File: src/rtl/refsched_pkg.sv
package refsched_pkg;
  typedef enum logic [1:0] {
    RQ_WAIT = 2'd0,
    RQ_ASK  = 2'd1,
    RQ_GAP  = 2'd2
  } rq_state_t;
endpackage

File: src/rtl/refsched_interval.sv
module refsched_interval #(
  parameter int INTERVAL = 512
) (
  input  logic clk,
  input  logic rst_n,
  output logic tick
);
  localparam int TW = (INTERVAL > 2) ? $clog2(INTERVAL) : 1;
  localparam bit POW2 = ((INTERVAL & (INTERVAL - 1)) == 0);

  logic [TW-1:0] cnt_q;

  generate
    if (POW2) begin : g_wrap
      assign tick = &cnt_q;
      always_ff @(posedge clk or negedge rst_n) begin
        if (!rst_n) cnt_q <= '0;
        else        cnt_q <= cnt_q + 1'b1;
      end
    end else begin : g_cmp
      localparam logic [TW-1:0] LAST = TW'(INTERVAL - 1);
      assign tick = (cnt_q == LAST);
      always_ff @(posedge clk or negedge rst_n) begin
        if (!rst_n)    cnt_q <= '0;
        else if (tick) cnt_q <= '0;
        else           cnt_q <= cnt_q + 1'b1;
      end
    end
  endgenerate
endmodule

File: src/rtl/refsched_debt.sv
module refsched_debt #(
  parameter int DEBT_W     = 4,
  parameter int URGENT_LVL = 8
) (
  input  logic              clk,
  input  logic              rst_n,
  input  logic              tick,
  input  logic              take,
  output logic [DEBT_W-1:0] debt,
  output logic              urgent
);
  localparam logic [DEBT_W-1:0] DMAX = {DEBT_W{1'b1}};
  localparam logic [DEBT_W-1:0] ULVL = DEBT_W'(URGENT_LVL);

  logic [DEBT_W-1:0] debt_q;
  logic [DEBT_W-1:0] debt_d;

  always_comb begin
    debt_d = debt_q;
    if (tick && !take) begin
      if (debt_q != DMAX) debt_d = debt_q + 1'b1;
    end else if (take && !tick) begin
      if (debt_q != '0) debt_d = debt_q - 1'b1;
    end
  end

  always_ff @(posedge clk or negedge rst_n) begin
    if (!rst_n) debt_q <= '0;
    else        debt_q <= debt_d;
  end

  assign debt   = debt_q;
  assign urgent = (debt_q >= ULVL);
endmodule

File: src/rtl/refsched_issuer.sv
module refsched_issuer
  import refsched_pkg::*;
#(
  parameter int TRC = 7
) (
  input  logic clk,
  input  logic rst_n,
  input  logic idle,
  input  logic debt_nz,
  input  logic ack,
  output logic req,
  output logic take
);
  localparam int GW = (TRC > 1) ? $clog2(TRC) : 1;
  localparam logic [GW-1:0] GLOAD = GW'(TRC - 1);

  rq_state_t     st_q;
  rq_state_t     st_d;
  logic [GW-1:0] gap_q;
  logic [GW-1:0] gap_d;

  assign req  = (st_q == RQ_ASK);
  assign take = req && ack;

  always_comb begin
    st_d  = st_q;
    gap_d = gap_q;
    unique case (st_q)
      RQ_WAIT: if (idle && debt_nz) st_d = RQ_ASK;
      RQ_ASK: begin
        if (ack) begin
          st_d  = RQ_GAP;
          gap_d = GLOAD;
        end
      end
      RQ_GAP: begin
        if (gap_q != '0)           gap_d = gap_q - 1'b1;
        else if (idle && debt_nz)  st_d  = RQ_ASK;
        else                       st_d  = RQ_WAIT;
      end
      default: st_d = RQ_WAIT;
    endcase
  end

  always_ff @(posedge clk or negedge rst_n) begin
    if (!rst_n) begin
      st_q  <= RQ_WAIT;
      gap_q <= '0;
    end else begin
      st_q  <= st_d;
      gap_q <= gap_d;
    end
  end
endmodule

File: src/rtl/refresh_debt_sched.sv
module refresh_debt_sched #(
  parameter int INTERVAL   = 512,
  parameter int TRC        = 7,
  parameter int URGENT_LVL = 8,
  parameter int DEBT_W     = 4
) (
  input  logic clk,
  input  logic rst_n,
  input  logic ctrl_idle,
  input  logic refresh_ack,
  output logic refresh_req,
  output logic refresh_urgent
);
  logic              tick;
  logic              take;
  logic [DEBT_W-1:0] debt_q;

  refsched_interval #(.INTERVAL(INTERVAL)) u_timer (
    .clk   (clk),
    .rst_n (rst_n),
    .tick  (tick)
  );

  refsched_debt #(.DEBT_W(DEBT_W), .URGENT_LVL(URGENT_LVL)) u_debt (
    .clk    (clk),
    .rst_n  (rst_n),
    .tick   (tick),
    .take   (take),
    .debt   (debt_q),
    .urgent (refresh_urgent)
  );

  refsched_issuer #(.TRC(TRC)) u_issue (
    .clk     (clk),
    .rst_n   (rst_n),
    .idle    (ctrl_idle),
    .debt_nz (debt_q != '0),
    .ack     (refresh_ack),
    .req     (refresh_req),
    .take    (take)
  );
endmodule

File: config.mk
export PLATFORM = sky130hd
export DESIGN_NAME = refresh_debt_sched
export DESIGN_NICKNAME = d
export VERILOG_FILES = /design/src/rtl/refsched_pkg.sv /design/src/rtl/refsched_interval.sv /design/src/rtl/refsched_debt.sv /design/src/rtl/refsched_issuer.sv /design/src/rtl/refresh_debt_sched.sv
export SDC_FILE = /design/constraint.sdc
export NUM_CORES = 1
export LEC_CHECK = 0
export BUFFER_PORTS_ARGS = -buffer_cell sky130_fd_sc_hd__buf_2
export CORE_AREA = 2 2 56 58
export CTS_CLUSTER_SIZE = 28
export DETAILED_ROUTE_END_ITERATION = 10
export DIE_AREA = 0 0 58 60
export GPL_TIMING_DRIVEN = 0
export SYNTH_ARGS = -nofsm -noshare
export SYNTH_HDL_FRONTEND = slang
export SYNTH_SLANG_ARGS = --single-unit
File: constraint.sdc
create_clock -name clk -period 4.9 [get_ports clk]
set_input_delay 1.47 -clock clk [delete_from_list [all_inputs] [get_ports clk]]
set_output_delay 1.47 -clock clk [all_outputs]
set_load 0.005 [all_outputs]
Word level (Yosys, flattened, before mapping)
Index checks and enable logic that the tools add are counted.
- add/subtract/negate cells: 4
- multipliers: 0
- div/mod/pow operators: 0
- magnitude comparators: 1
- eq/ne operators: 8
- shift-type cells: 0
- mux-type cells: 12
- bitwise operators: 0
- reductions and logical operators: 16
- operators by type and width (operator ; number):
    4-bit two-way mux ; 4
    9-bit by 1-bit adder with 9-bit output (second input constant) ; 1
    3-bit AND reduction ; 3
    9-bit AND reduction ; 1
    2-bit two-way mux ; 3
    3-bit two-way mux ; 2
    2-bit != test (second input constant) ; 3
    2-bit case mux with 3 select lines ; 1
    3-bit case mux with 2 select lines ; 1
    2-bit nonzero test ; 3
    4-bit by 1-bit adder with 4-bit output (second input constant) ; 1
    4-bit greater-or-equal comparator (second input constant) ; 1
    1-bit logical AND ; 4
    2-bit by 1-bit != test with 1-bit output (second input constant) ; 2
    4-bit != test (second input constant) ; 1
    4-bit nonzero test ; 1
    4-bit by 1-bit subtractor with 4-bit output (second input constant) ; 1
    3-bit nonzero test ; 1
    3-bit by 1-bit subtractor with 3-bit output (second input constant) ; 1
    2-bit by 1-bit equality test with 1-bit output (second input constant) ; 1
    2-bit equality test (second input constant) ; 1
    1-bit logical NOT ; 2
    2-bit logical NOT ; 1
    1-bit two-way mux ; 1
- bits in registers: 18
- bits in latches: 0
- bits in writable memories: 0
- ROM bits: 0
- input port bits: 4
- output and inout bits: 2
- word-level logic and storage cells: 45
- memories: 0

Depth between registers and ports, before layout
- depth in word-level cells: 6
- depth in mapped cells: 13
- gate-level depth less buffers: 13

By module
Synthesis repeated with hierarchy kept, for this count alone.
- cell total of the unflattened synthesis: 84
- area total of the unflattened synthesis: 969.7 um^2
- modules (own cells, without submodules) (module ; instances ; cells an instance ; area an instance (um^2) ; seq. area each (um^2)):
    refsched_interval ; 1 ; 26 ; 366.6 ; 225.2
    refsched_debt ; 1 ; 27 ; 304.0 ; 100.1
    refsched_issuer ; 1 ; 30 ; 291.5 ; 125.1
    refresh_debt_sched ; 1 ; 1 ; 7.5 ; 0.0

Worst setup path after synthesis
OpenSTA, ideal clock, no wires.
- path type: in2reg
- start: input port refresh_ack
- end: register u_debt.debt_q[3], in the netlist u_debt.debt[3]
- library setup time: 0.080 ns
- data arrival time: 2.730 ns
- required time: 4.820 ns
- setup slack: 2.090 ns
- cell stages on the path: 9
- path buffers: 0
- cells stage by stage: nand2_1 -> ha_1 -> inv_1 -> ha_1 -> nand2_1 -> a21oi_1 -> or3_1 -> o211ai_2 -> xnor2_1
- cells in the longest elaborated chain, start to end: 5
- elaborated cells between the ends (all ways): 9
- ends and longest elaborated chain (item ; line ; source):
    from (decl) ; refresh_debt_sched.sv:10 ; input logic refresh_ack,
    1-bit logical AND (*) ; refsched_issuer.sv:23 ; assign take = req && ack;
    1-bit logical NOT ; refsched_debt.sv:20 ; if (tick && !take) begin
    1-bit logical AND ; refsched_debt.sv:20 ;
    2-bit != test (no source line) or 2-bit nonzero test (tied branches) ; n/a ;
    3-bit AND reduction (no source line) ; n/a ;
    to (signal assigned) ; refsched_debt.sv:29 ; else debt_q <= debt_d;
    to (decl) ; refsched_debt.sv:15 ; logic [DEBT_W-1:0] debt_q;
Mark *: on every way between the ends. The rest lies on a longest branch, timed or not.
A chain may end at the register's enable or synchronous reset.

Worst setup path in the final report
Ends and elaborated chain as after synthesis.

==> impl_summary.md <==
Status
The flow ran to the end, and the final reports show no timing, DRC or antenna violations.

Global routing
The global-route usage over all layers is 0.111. The total overflow reported by the global router is 0. The via count of the first global-routing pass came to 708. The wire length of the first global-routing pass is 2.87 mm.

Entering global routing, the biggest net connects 19 pins. The initial antenna violation count is 0.

Worst setup path
The required time at the endpoint of the critical path is 5.11 ns. The class of the most critical setup path is in -> reg. The most critical setup path has its endpoint at u_debt.debt[3]$_DFFE_PN0P_. The delay of the slowest cell on the worst path is 0.33 ns. STA classifies the critical path startpoint as a primary input. The arrival time at the worst endpoint is 3.03 ns. The maximum fanout count along the critical path is 5. The cell at the slowest stage of the critical path is sky130_fd_sc_hd__or3_1. The worst setup path is captured at a register. Walking the worst path, the cells encountered are buf_2, nand2_1, ha_1, inv_1, ha_1, nand2_1, a21oi_1, or3_1, o211ai_2, xnor2_1. The worst register-to-register path begins at u_timer.cnt_q[0]$_DFF_PN0_. The worst register-to-register path ends at u_debt.debt[3]$_DFFE_PN0P_. The number of cell instances on the worst register-to-register path is 13. The worst register-to-register path has a setup slack of 2.26 ns. The critical path launch point is refresh_ack.

Placement
In this run the tool buffered the top-level ports with 5 buffer cells. The wire-length estimate of the detail-placed layout is 1.15 mm. Summing all placed instances gives a cell area of 0.00104 sq mm. The worst-case setup slack after placement is 1.80 ns. Including well taps, the total number of placed cells is 126. The routability congestion estimate is 0.754.

Die
In this run the core area contains 20 standard-cell rows. The area of the core region is 0.00290 sq mm. The initial core utilization is 0.334. The total I/O pin count is 6. The die is 60 microns tall. The die is 58 microns wide. The full die area is 0.00348 sq mm.

STA
After layout, the minimum clock period comes to 2.82 ns. The final setup violation count is 0. The max-slew violation count came to 0.

Setup repair after global routing left no endpoint under its margin. The max-slew headroom at the worst pin is 0.733. At the pin with the least slew margin, the transition time is 0.400 ns. The clock skew is 0.00360 ns.

The setup slack after layout is 2.08 ns. The number of endpoints with negative hold slack in the final report came to 0. Derived from the worst setup path, the maximum achievable clock frequency is 355 MHz.

The minimum hold slack is 0.476 ns. Dividing the final minimum period by the clock period gives 0.575. Setup total negative slack on the finished layout was measured at 0 ns.

CTS
The count of hold buffers inserted by post-cts repair is 0. Once the clock tree was built, the resizer swapped 0 gates to a different size. The total CTS buffers is 3.

The later pin in the worst-skew pair is clocked with a latency of 0.28 ns. The clock transition time at the flip-flop clock pins of the worst setup and hold paths is 0.09 ns. The clock root buffer is sky130_fd_sc_hd__clkbuf_4. TritonCTS built the clock tree.

The number of sinks on the clock net is 18. The clock tree buffer depth is 2. The post-CTS setup repair buffer count is 0. The CTS H-tree depth is 1.

Run
The total of max-cap violations is 0.

Logic synthesis
The number of distinct standard cells referenced by the synthesized netlist is 30. In this run, synthesis produced a sequential element count of 18. The share of the Yosys chip area taken by registers is 0.465. The total nets after synthesis is 100. The gate count after technology mapping is 88. The synthesis warning total is 0. The mean instance size in the synthesized netlist is 11.0 sq um. The cell area that synthesis handed to floorplanning was 970 sq um.

Routing
The detailed router placed 665 vias in this run. The detail route stage leaves a number of antenna-violating nets equal to 0. The first TritonRoute pass finished after 4 iterations.

In the final routed layout, each cell accounts on average for 11.7 microns. After detailed routing, the number of vias per cell comes to 5.16. After detailed routing, the total wire length is 1.51 mm. For this block, the initial DRC count from the detailed router was 4. For this run, design rule violations remaining after detail routing come to 0.

Layout
The area growth from synthesis to layout is 9.16%. The library cell used most frequently in the layout, excluding fill and tap cells, is sky130_fd_sc_hd__dfrtp_1. Measured on the finished design, the core utilization comes to 0.365. Of the cells placed in the final design, the portion with a size suffix greater than 1 is 0.156. 0 antenna diodes ended up in the layout. The library cells used most frequently in the layout, excluding fill and tap cells, are sky130_fd_sc_hd__dfrtp_1 (18), sky130_fd_sc_hd__nand2_1 (9), sky130_fd_sc_hd__xnor2_1 (8), sky130_fd_sc_hd__ha_1 (8), sky130_fd_sc_hd__inv_1 (7). For this run, the post-layout net count is 110. The post-layout instance count excluding filler cells is 129. Summing all non-filler instances in the final layout gives an area of 0.00106 sq mm.

Power
The worst-case IR drop observed on VDD is 0.000206 V. The post-route total power is 0.498 mW. The power density over cell area is 471 mW/mm^2. For this design the static power due to leakage is 0.498 nW.

Worst hold path
The worst hold-check path type is reg -> reg.
[metal layers]
metal,global-route usage,routed length [microns]
met1,0.120,648
met2,0.190,780
met3,0.0303,50
met4,0.0764,32
met5,0,0
[how the worst min path moves through the flow]
stage | startpoint | endpoint | slack, ns | cells after the start
after CTS | u_timer.cnt_q[7]$_DFF_PN0_ | u_timer.cnt_q[7]$_DFF_PN0_ | 0.48 | 1
after floorplan | u_timer.cnt_q[0]$_DFF_PN0_ | u_timer.cnt_q[0]$_DFF_PN0_ | 0.44 | 1
after detailed placement | u_timer.cnt_q[7]$_DFF_PN0_ | u_timer.cnt_q[7]$_DFF_PN0_ | 0.46 | 1
after global placement | u_timer.cnt_q[0]$_DFF_PN0_ | u_timer.cnt_q[0]$_DFF_PN0_ | 0.45 | 1
after global routing | u_timer.cnt_q[0]$_DFF_PN0_ | u_timer.cnt_q[0]$_DFF_PN0_ | 0.50 | 1
final | u_timer.cnt_q[7]$_DFF_PN0_ | u_timer.cnt_q[7]$_DFF_PN0_ | 0.48 | 1
[cell families after synthesis]
group | after synthesis | synth area share
compound gates | 14 | 0.110
xor+xnor | 10 | 0.0903
fa+ha+maj | 8 | 0.103
flops | 18 | 0.465
simple gates | 26 | 0.148
buf+inv | 9 | 0.0426
mux | 3 | 0.0413
[cells in the mapped netlist (all sizes together)]
cell type / count / area [sq um]
xnor2: 8 / 70.1
o221ai: 1 / 8.76
clkbuf: 1 / 3.75
and4: 1 / 8.76
xor2: 2 / 17.5
nor2: 3 / 18.8
o22ai: 1 / 20.0
nand3b: 1 / 7.51
buf: 1 / 11.3
nand2: 9 / 33.8
and3: 1 / 6.26
or3: 1 / 6.26
ha: 8 / 100
o21ai: 1 / 5.00
a22oi: 1 / 7.51
or4: 1 / 11.3
nand4: 1 / 6.26
nor3: 1 / 5.00
o211ai: 1 / 12.5
nand3: 3 / 15.0
a211oi: 2 / 15.0
a21oi: 6 / 30.0
inv: 7 / 26.3
a21o: 1 / 7.51
mux2: 2 / 30.0
dfrtp: 18 / 450
mux2i: 1 / 10.0
nand2b: 3 / 18.8
nor2b: 1 / 6.26
[registers in the layout (all words and copies together), names as in the netlist]
signal / count
u_debt.debt: 4
u_issue.gap_q: 3
u_issue.st_q: 2
u_timer.cnt_q: 9
[power breakdown]
group / switching [mW] / internal, mW
clock: 0.0408 / 0.0285
sequential: 0.0379 / 0.185
combinational: 0.0973 / 0.109
total: 0.176 / 0.322
[critical path, delay by kind of cell]
| family | cells | cell delay, ns |
|---|---|---|
| buffers and inverters | 2 | 0.21 |
| AOI/OAI and AO/OA | 2 | 0.13 |
| adders and majority gates | 2 | 0.57 |
| and+or+nand+nor | 3 | 0.51 |
| xor gates and xnor gates | 1 | 0.14 |
[area by class of cell]
class,instances,area [sq um]
Fill cell,293,1840
Multi-Input combinational cell,61,478
Sequential cell,18,450
Tap cell,33,41.3
Inverter,7,26.3
Timing Repair Buffer,5,25.0
Clock buffer,3,22.5
Buffer,2,15.0
Power figures use the tool's default switching activity.
